### src/rtl/fmc_pkg.sv
// Package: bit positions and shared types of the flash mode control register.
// Assumes: the register layout is fixed, since software decodes the bit order.
package fmc_pkg;
    localparam int REG_W  = 8;
    localparam int MODE_W = REG_W - 1;
    localparam int B_ERR  = 7;
    localparam int B_SWE  = 6;
    localparam int B_ESU  = 5;
    localparam int B_PSU  = 4;
    localparam int B_EV   = 3;
    localparam int B_PV   = 2;
    localparam int B_E    = 1;
    localparam int B_P    = 0;
    localparam int N_SETUP = 4;
    typedef logic [MODE_W-1:0] mode_vec_t;
endpackage

### src/rtl/fmc_permit.sv
// Module: fmc_permit
// Works out, per mode bit, whether the current bus write may change that bit.
// Assumes: cur holds the register before the write, so a bit set by this
// write cannot open a later bit in the same write.
module fmc_permit
    import fmc_pkg::*;
(
    input  logic      wr_en,
    input  logic      flash_on,
    input  logic      fwe_pin,
    input  logic      err_lock,
    input  mode_vec_t cur,
    output mode_vec_t permit
);
    localparam int SETUP_IDX [N_SETUP] = '{B_ESU, B_PSU, B_EV, B_PV};

    logic base_ok;
    logic gated_ok;

    // Purpose: common condition for any write to take effect.
    assign base_ok  = wr_en & flash_on & fwe_pin;
    // Purpose: software write enable must already be on.
    assign gated_ok = base_ok & cur[B_SWE];

    assign permit[B_SWE] = base_ok;

    // Purpose: one gate per setup or verify bit, each needing software enable.
    for (genvar i = 0; i < N_SETUP; i++) begin : g_setup
        assign permit[SETUP_IDX[i]] = gated_ok;
    end

    // Purpose: pulse bits need their own setup bit and no error protection.
    assign permit[B_E] = gated_ok & cur[B_ESU] & ~err_lock;
    assign permit[B_P] = gated_ok & cur[B_PSU] & ~err_lock;
endmodule

### src/rtl/fmc_mode_bits.sv
// Module: fmc_mode_bits
// Holds the seven mode bits and applies the write mask, the cascade clear
// and the forced clears.
// Assumes: permit comes from fmc_permit; hard_clr merges the standby and pin-low conditions.
module fmc_mode_bits
    import fmc_pkg::*;
(
    input  logic      clk,
    input  logic      rst_n,
    input  logic      hard_clr,
    input  logic      err_lock,
    input  mode_vec_t permit,
    input  mode_vec_t wdata,
    output mode_vec_t q
);
    mode_vec_t nxt;

    // Purpose: next state from masked write, cascade, error lock and forced clear.
    always_comb begin
        nxt = q;
        for (int i = 0; i < MODE_W; i++) begin
            if (permit[i]) nxt[i] = wdata[i];
        end
        if (!q[B_SWE]) nxt[B_SWE-1:0] = '0;
        if (err_lock) begin
            nxt[B_E] = 1'b0;
            nxt[B_P] = 1'b0;
        end
        if (hard_clr) nxt = '0;
    end

    // Purpose: state register with synchronous active-low reset.
    always_ff @(posedge clk) begin
        if (!rst_n) q <= '0;
        else        q <= nxt;
    end

    p_forced_clear_r5: assert property (@(posedge clk) disable iff (!rst_n)
        hard_clr |=> (q == '0));
    p_cascade_r6: assert property (@(posedge clk) disable iff (!rst_n)
        (!q[B_SWE]) |=> (q[B_SWE-1:0] == '0));
endmodule

### src/rtl/fmc_err_flag.sv
// Module: fmc_err_flag
// Sticky error flag, reset only by power-on reset or hardware standby.
// Assumes: err_evt is a single-cycle pulse from the error detector.
module fmc_err_flag (
    input  logic clk,
    input  logic rst_n,
    input  logic hw_stby,
    input  logic err_evt,
    output logic err_q
);
    // Purpose: set on an error event, clear only in its own reset domain.
    always_ff @(posedge clk) begin
        if (!rst_n || hw_stby) err_q <= 1'b0;
        else if (err_evt)      err_q <= 1'b1;
    end

    p_err_set_r7: assert property (@(posedge clk) disable iff (!rst_n)
        (err_evt && !hw_stby) |=> err_q);
    p_err_sticky_r7: assert property (@(posedge clk) disable iff (!rst_n)
        (err_q && !hw_stby) |=> err_q);
endmodule

### src/rtl/flash_mode_ctl.sv
// Module: flash_mode_ctl
// Interlocked flash mode control register: bus access, write permission
// chain, forced clears and sticky error protection for one flash bank.
// Assumes: rst_n is the power-on reset; rdata is combinational during rd_en.
module flash_mode_ctl
    import fmc_pkg::*;
(
    input  logic             clk,
    input  logic             rst_n,
    input  logic             wr_en,
    input  logic             rd_en,
    input  logic [REG_W-1:0] wdata,
    output logic [REG_W-1:0] rdata,
    input  logic             fwe_pin,
    input  logic             flash_on,
    input  logic             hw_stby,
    input  logic             sw_stby,
    input  logic             err_evt,
    output logic             swe_o,
    output logic             esu_o,
    output logic             psu_o,
    output logic             ev_o,
    output logic             pv_o,
    output logic             e_o,
    output logic             p_o,
    output logic             err_prot_o
);
    mode_vec_t mode_q;
    mode_vec_t permit;
    logic      err_q;
    logic      err_lock;
    logic      hard_clr;

    // Purpose: conditions that wipe all mode bits regardless of writes.
    assign hard_clr = hw_stby | sw_stby | ~fwe_pin;
    // Purpose: lock the pulse bits from the error event's edge onward.
    assign err_lock = err_q | err_evt;

    fmc_permit u_permit (
        .wr_en    (wr_en),
        .flash_on (flash_on),
        .fwe_pin  (fwe_pin),
        .err_lock (err_lock),
        .cur      (mode_q),
        .permit   (permit)
    );

    fmc_mode_bits u_mode (
        .clk      (clk),
        .rst_n    (rst_n),
        .hard_clr (hard_clr),
        .err_lock (err_lock),
        .permit   (permit),
        .wdata    (wdata[MODE_W-1:0]),
        .q        (mode_q)
    );

    fmc_err_flag u_err (
        .clk     (clk),
        .rst_n   (rst_n),
        .hw_stby (hw_stby),
        .err_evt (err_evt),
        .err_q   (err_q)
    );

    // Purpose: read path, zero when idle or when flash is disabled.
    assign rdata = (rd_en && flash_on) ? {err_q, mode_q} : '0;

    // Purpose: fan individual mode bits out to the flash array.
    assign swe_o      = mode_q[B_SWE];
    assign esu_o      = mode_q[B_ESU];
    assign psu_o      = mode_q[B_PSU];
    assign ev_o       = mode_q[B_EV];
    assign pv_o       = mode_q[B_PV];
    assign e_o        = mode_q[B_E];
    assign p_o        = mode_q[B_P];
    assign err_prot_o = err_q;

    p_swe_pin_r2: assert property (@(posedge clk) disable iff (!rst_n)
        $rose(swe_o) |-> $past(fwe_pin && wr_en && flash_on));
    p_setup_gate_r3: assert property (@(posedge clk) disable iff (!rst_n)
        ($rose(esu_o) || $rose(psu_o) || $rose(ev_o) || $rose(pv_o)) |-> $past(swe_o));
    p_erase_gate_r4: assert property (@(posedge clk) disable iff (!rst_n)
        $rose(e_o) |-> $past(esu_o && swe_o && !err_prot_o));
    p_prog_gate_r4: assert property (@(posedge clk) disable iff (!rst_n)
        $rose(p_o) |-> $past(psu_o && swe_o && !err_prot_o));
    p_err_lock_r8: assert property (@(posedge clk) disable iff (!rst_n)
        err_prot_o |-> (!e_o && !p_o));
    p_off_frozen_r9: assert property (@(posedge clk) disable iff (!rst_n)
        (!flash_on && !hard_clr && swe_o && !err_evt) |=> $stable({swe_o, esu_o, psu_o, ev_o, pv_o}));
endmodule

### config.mk
export PLATFORM = sky130hd
export DESIGN_NAME = flash_mode_ctl
export DESIGN_NICKNAME = d
export VERILOG_FILES = /design/src/rtl/fmc_pkg.sv /design/src/rtl/fmc_permit.sv /design/src/rtl/fmc_mode_bits.sv /design/src/rtl/fmc_err_flag.sv /design/src/rtl/flash_mode_ctl.sv
export SDC_FILE = /design/constraint.sdc
export NUM_CORES = 1
export LEC_CHECK = 0
export ABC_CLOCK_PERIOD_IN_PS = 1200
export BUFFER_PORTS_ARGS = -buffer_cell sky130_fd_sc_hd__buf_2
export CAP_MARGIN = 20
export CORE_AREA = 3 3 40 42
export DETAILED_ROUTE_END_ITERATION = 8
export DIE_AREA = 0 0 43 45
export RECOVER_POWER = 50
export SYNTH_ARGS = -nofsm -noshare
export SYNTH_HDL_FRONTEND = slang
export SYNTH_SLANG_ARGS = --single-unit
### constraint.sdc
create_clock -name clk -period 1.2 [get_ports clk]
set_input_delay 0.06 -clock clk [delete_from_list [all_inputs] [get_ports clk]]
set_output_delay 0.06 -clock clk [all_outputs]
set_load 0.05 [all_outputs]
# ---- Yosys cells after proc, flatten, opt, wreduce, memory -nomap -nowiden
# Index checks and enable logic that the tools add are counted.
dict set report classes {
  n_reduce_logical 6
  n_mux 1
  bitwise 14
}
# operator count
set ops {}
lappend ops {{8-bit 2-to-1 mux} 1}
lappend ops {{1-bit AND} 7}
lappend ops {{1-bit inverter} 4}
lappend ops {{4-bit OR reduction} 1}
lappend ops {{1-bit bitwise OR} 3}
lappend ops {{3-bit OR reduction} 1}
lappend ops {{2-bit OR reduction} 1}
lappend ops {{1-bit logical AND} 1}
lappend ops {{1-bit logical NOT} 1}
lappend ops {{1-bit logical OR} 1}
dict set report word_totals {
  word_cells 26
  in_bits 17
  regBits 8
}

# ---- Logic depth before layout (Yosys ltp)
dict set report logic_depth {
  depth_word 5
  depth_mapped 4
}

# ---- By module
# Synthesis repeated with hierarchy kept, for this count alone.
dict set report unflattened {
  hier_cells 45
  area_unflattened_um2 437.9
}
# module n_inst cells_each area_each_um2
set by_module_without_submodules {}
lappend by_module_without_submodules {fmc_mode_bits 1 22 262.8}
lappend by_module_without_submodules {fmc_permit 1 10 73.8}
lappend by_module_without_submodules {flash_mode_ctl 1 10 65.1}
lappend by_module_without_submodules {fmc_err_flag 1 3 36.3}

# ---- Least setup slack after synthesis
# No wires, ideal clock.
dict set report synth_path {
  path_type {flip-flop to flip-flop}
  start {reg u_mode.q[6]}
  end {reg u_mode.q[0]}
  setup_time_ns 0.071
  required_ns 1.129
  stages_incl_launch_ff 5
  slack_ns -0.135
  arrival_time_ns 1.264
  path_buffers 1
  cell_sequence {dfxtp_1 and4_1 buf_4 nand3_1 a21oi_1}
}
dict set report synth_between {
  elab_chain_len 3
  word_cells_on_any_way 5
  cone_classes {bitwise: 4; reduce/logical: 1}
}
# element line_no
set synth_lines {}
lappend synth_lines {{from (decl)} fmc_mode_bits.sv:14} ;# output mode_vec_t q
lappend synth_lines {{from (signal assigned)} fmc_mode_bits.sv:35} ;# else q <= nxt;
lappend synth_lines {{1-bit AND} fmc_permit.sv:23} ;# assign gated_ok = base_ok & cur[B_SWE];
lappend synth_lines {{1-bit AND (2 in series)} fmc_permit.sv:34} ;# assign permit[B_P] = gated_ok & cur[B_PSU] & ~err_lock;
# Several ways; a longest one is shown, not always the timed one.
# A chain may end at the register's enable or synchronous reset.

# ---- Final worst setup path
dict set report layout_path {
  start {reg u_mode.q[4]}
  end {out rdata[4]}
}
dict set report layout_between {
  elab_chain_len 1
}
# element line_no
set layout_lines {}
lappend layout_lines {{8-bit 2-to-1 mux} flash_mode_ctl.sv:67} ;# assign rdata = (rd_en && flash_on) ? {err_q, mode_q} : '0;
lappend layout_lines {{to (decl)} flash_mode_ctl.sv:13} ;# output logic [REG_W-1:0] rdata,
# No other way between the ends.

==> results.txt <==
- Wire per inst: 11.60 microns
- Width of the chip: 43 microns
* DR iter-0 viols: 10
- Maximum number of pins on one net before global-route repair: 12
- WP data required: 1.14 ns
- Dividing the detail-routed via count by the number of cells gives 5.054.
- Summed over all layers, the global routing overflow is 0.
* Clock Path Buffers: 2
- Die height: 45 microns
- Total negative slack: 0 ns
* Synthesis Warnings: 0
- Top post-synthesis cells by area: sky130_fd_sc_hd__dfxtp_1 (43%), sky130_fd_sc_hd__and3_1 (12%), sky130_fd_sc_hd__o22ai_1 (6.7%), sky130_fd_sc_hd__nor2_1 (5.0%), sky130_fd_sc_hd__nand3_1 (4.0%)
- The count of final hold-check violations is 0.
* Synthesized instance count: 44
- For the finished layout, the period the worst path requires is 1.112 ns.
* CP Capture Point: rdata[4]
* Worst path slowest cell: sky130_fd_sc_hd__dfxtp_1
- Die area: 1935 sq um
- Max Cap Viol: 0
* I/O pin cnt: 33
- In the global route stage, overall resource usage came out at 0.1211.
* Distinct cell type count of the synthesized netlist: 19
- Diode insertion count for antenna repair: 0
* Cell breakdown of the critical path: and3_2 -> clkbuf_4
* Count of cells along the worst register-to-register path: 3
* Most frequent cells after synthesis: sky130_fd_sc_hd__dfxtp_1 (8), sky130_fd_sc_hd__and3_1 (7), sky130_fd_sc_hd__nor2_1 (5)
- Cell type with the highest aggregate area in the netlist: sky130_fd_sc_hd__dfxtp_1
- Final Routed Wirelength: 1067 microns
* Final instance area: 583.1 sq um
- Final worst-path cycle share: 0.9267
- Setup Viol. Count Final: 0
* Fraction of layout cells with a size suffix above 1: 0.5584
* Source of the worst register-to-register timing path: u_mode.q[6]
- Placeable core region: 1285 sq um
- Slowest stage delay, CP: 0.39 ns
* Post-CTS repair timing setup buffer count: 0
* Via total after detailed routing: 465
* Origin of the worst setup path: u_mode.q[4]
- Proportion of synthesized chip area in sequential cells: 0.4267
* Async set-or-reset flop fraction in the synthesized netlist: 0
- Post-placement worst setup slack: 0.2335 ns
* Power density normalized to cell area: 904.5 nW/um^2
- The worst-case IR drop observed on VDD is 0.4372 mV.
* Nets@finish: 96
- Starting density of the core: 0.2921
- Residual DRC: 0
* Result of the run: completed
- Slew of the pin with the lowest slew margin: 0.2815 ns
- The root buffer cell chosen for the clock tree is sky130_fd_sc_hd__clkbuf_4.
- Summing every instance area after synthesis gives 375.4 sq um.
- Startpoint Class: register
- First-pass iteration count of the detailed router: 4
* Mean instance size in the synthesized netlist: 8.531 sq um
- Power comes to 0.5273 mW.
* Routability-driven placement congestion ratio: 0.6581
- The final number of max-transition violations came to 0.
* Clock tree from TritonCTS: yes
- Arrival time reported for the critical path endpoint: 1.05 ns
* Ys flop type: sky130_fd_sc_hd__dfxtp_1
- The initial antenna violation count was 0.
- FF+latch count, synth: 8
* Library cell with the highest instance count after synthesis: sky130_fd_sc_hd__dfxtp_1
- The first global-routing pass estimated 1711 microns of wire.
- Crit Path Max Fanout: 5
- The number of clock buffers added by TritonCTS is 3.
- The count of buffers added on input and output ports is 31.
- Post-CTS clock slew at the launch and capture registers of the worst setup and hold paths: 0.06 ns
* TritonCTS Sinks: 8
- Number of enable flip-flop cells after synthesis: 0
- Summed over all cells, the static leakage comes to 0.2929 nW.
* End of the worst register-to-register path: u_mode.q[0]
- When the netlist entered floorplanning its net count stood at 61.
* Worst-Skew Late Latency: 0.25 ns
* Category of the critical setup timing path: register to primary output
- Achievable frequency: 0.8992 GHz
- Cell Rows: 13
* Number of global-route vias before repair: 408
* Setup repair after global routing missed its margin: false
- The area growth from synthesis to layout is 55.33%.
- H-tree Lvls: 1
- For the final database, setup skew stands at 0.003821 ns.
* Area fraction of the dominant cell type after synthesis: 0.4267
* Worst relative slew slack: 0.8131
* Placement Cell Area: 546.8 sq um
- The setup check on the worst reg-to-reg path leaves a slack of 0.23 ns.
- Type of destination of the critical path: primary output
- The detail route stage leaves a number of antenna-violating nets equal to 0.
* Minimum setup slack in the final design: 0.08792 ns
- Worst hold path class: input port to register
layout by cell type, fill, tap and decap left out:
master	count
sky130_fd_sc_hd__buf_2	18
sky130_fd_sc_hd__clkbuf_2	10
sky130_fd_sc_hd__and3_2	8
sky130_fd_sc_hd__dfxtp_1	7
sky130_fd_sc_hd__nor2_1	5
sky130_fd_sc_hd__clkbuf_4	5
sky130_fd_sc_hd__o22ai_1	4
sky130_fd_sc_hd__nand3_1	3
sky130_fd_sc_hd__inv_1	2
sky130_fd_sc_hd__o21ai_0	2
sky130_fd_sc_hd__a21oi_1	2
sky130_fd_sc_hd__nor3b_1	1
sky130_fd_sc_hd__and4bb_1	1
sky130_fd_sc_hd__nand2_1	1
sky130_fd_sc_hd__nand3_2	1
sky130_fd_sc_hd__and4_1	1
sky130_fd_sc_hd__mux2i_1	1
sky130_fd_sc_hd__nor2b_1	1
sky130_fd_sc_hd__nand4_1	1
sky130_fd_sc_hd__dlygate4sd3_1	1
sky130_fd_sc_hd__clkbuf_1	1
sky130_fd_sc_hd__dfxtp_2	1
stage by stage:
step	std cells	utilization	hold WS, ns
4_1_cts	92	0.4508	0.05385
3_5_place_dp	88	0.4255	0.2419
6_report	92	0.4537	0.06204
5_1_grt	92	0.4537	0.06748
3_3_place_gp	88	0.4255	0.2372
2_1_floorplan	44	-	0.1361
power by group:
| part | switching [mW] | total, mW | internal [mW] |
|---|---|---|---|
| combinational | 0.0303 | 0.0559 | 0.0256 |
| clock | 0.0885 | 0.203 | 0.114 |
| sequential | 0.00120 | 0.269 | 0.268 |
sequential cells by signal, indices dropped and copies added, names as in the netlist:
name / flops
u_err.err_q: 1
u_mode.q: 7
worst min path at each step:
stage / from / to / cells past startpoint
after global routing: wdata[6] / u_mode.q[6] / 3
after global placement: hw_stby / u_err.err_q / 2
after floorplan: hw_stby / u_err.err_q / 1
after CTS: wdata[0] / u_mode.q[0] / 3
final: wdata[4] / u_mode.q[4] / 3
after detailed placement: hw_stby / u_err.err_q / 2
layer usage:
metal / vias to the layer above / GRT usage / wire (microns)
met5: - / 0 / 0
met3: 2 / 0.03984 / 158
met2: 31 / 0.1737 / 469
met1: 199 / 0.1509 / 432
li1: 233 / - / -
met4: 0 / 0.09036 / 6
repair_timing:
item / CTS / global route
hold buffers: 1 / 0
setup endpoints to repair: 0 / 2
resized for setup: 0 / 2
endpoints found under the hold margin: 1 / 0
critical path: cells and delay by family, from the launching register on:
kind                   cells  cell delay [ns]
flip-flops                 1             0.39
buffers and inverters      1             0.22
AND/OR/NAND/NOR            1             0.19
area by class of cell:
class	count	area, sq um
repair buffers	32	168.9
multi-input cells	32	203.9
well taps	15	18.77
flip-flops and latches	8	161.4
fillers	139	701.9
inverters	2	7.507
clock buffers	3	22.52
logic make-up (layout without fill, tap and decap cells):
kind of cell | after synthesis | in the layout | share of synthesized area
AO/OA/AOI/OAI | 8 | 8 | 0.1200
buffers and inverters | 4 | 37 | 0.05334
multiplexers | 1 | 1 | 0.02667
flip-flops | 8 | 8 | 0.4267
AND/OR/NAND/NOR | 23 | 23 | 0.3733
Note: power is estimated with default switching activity, not from simulation.
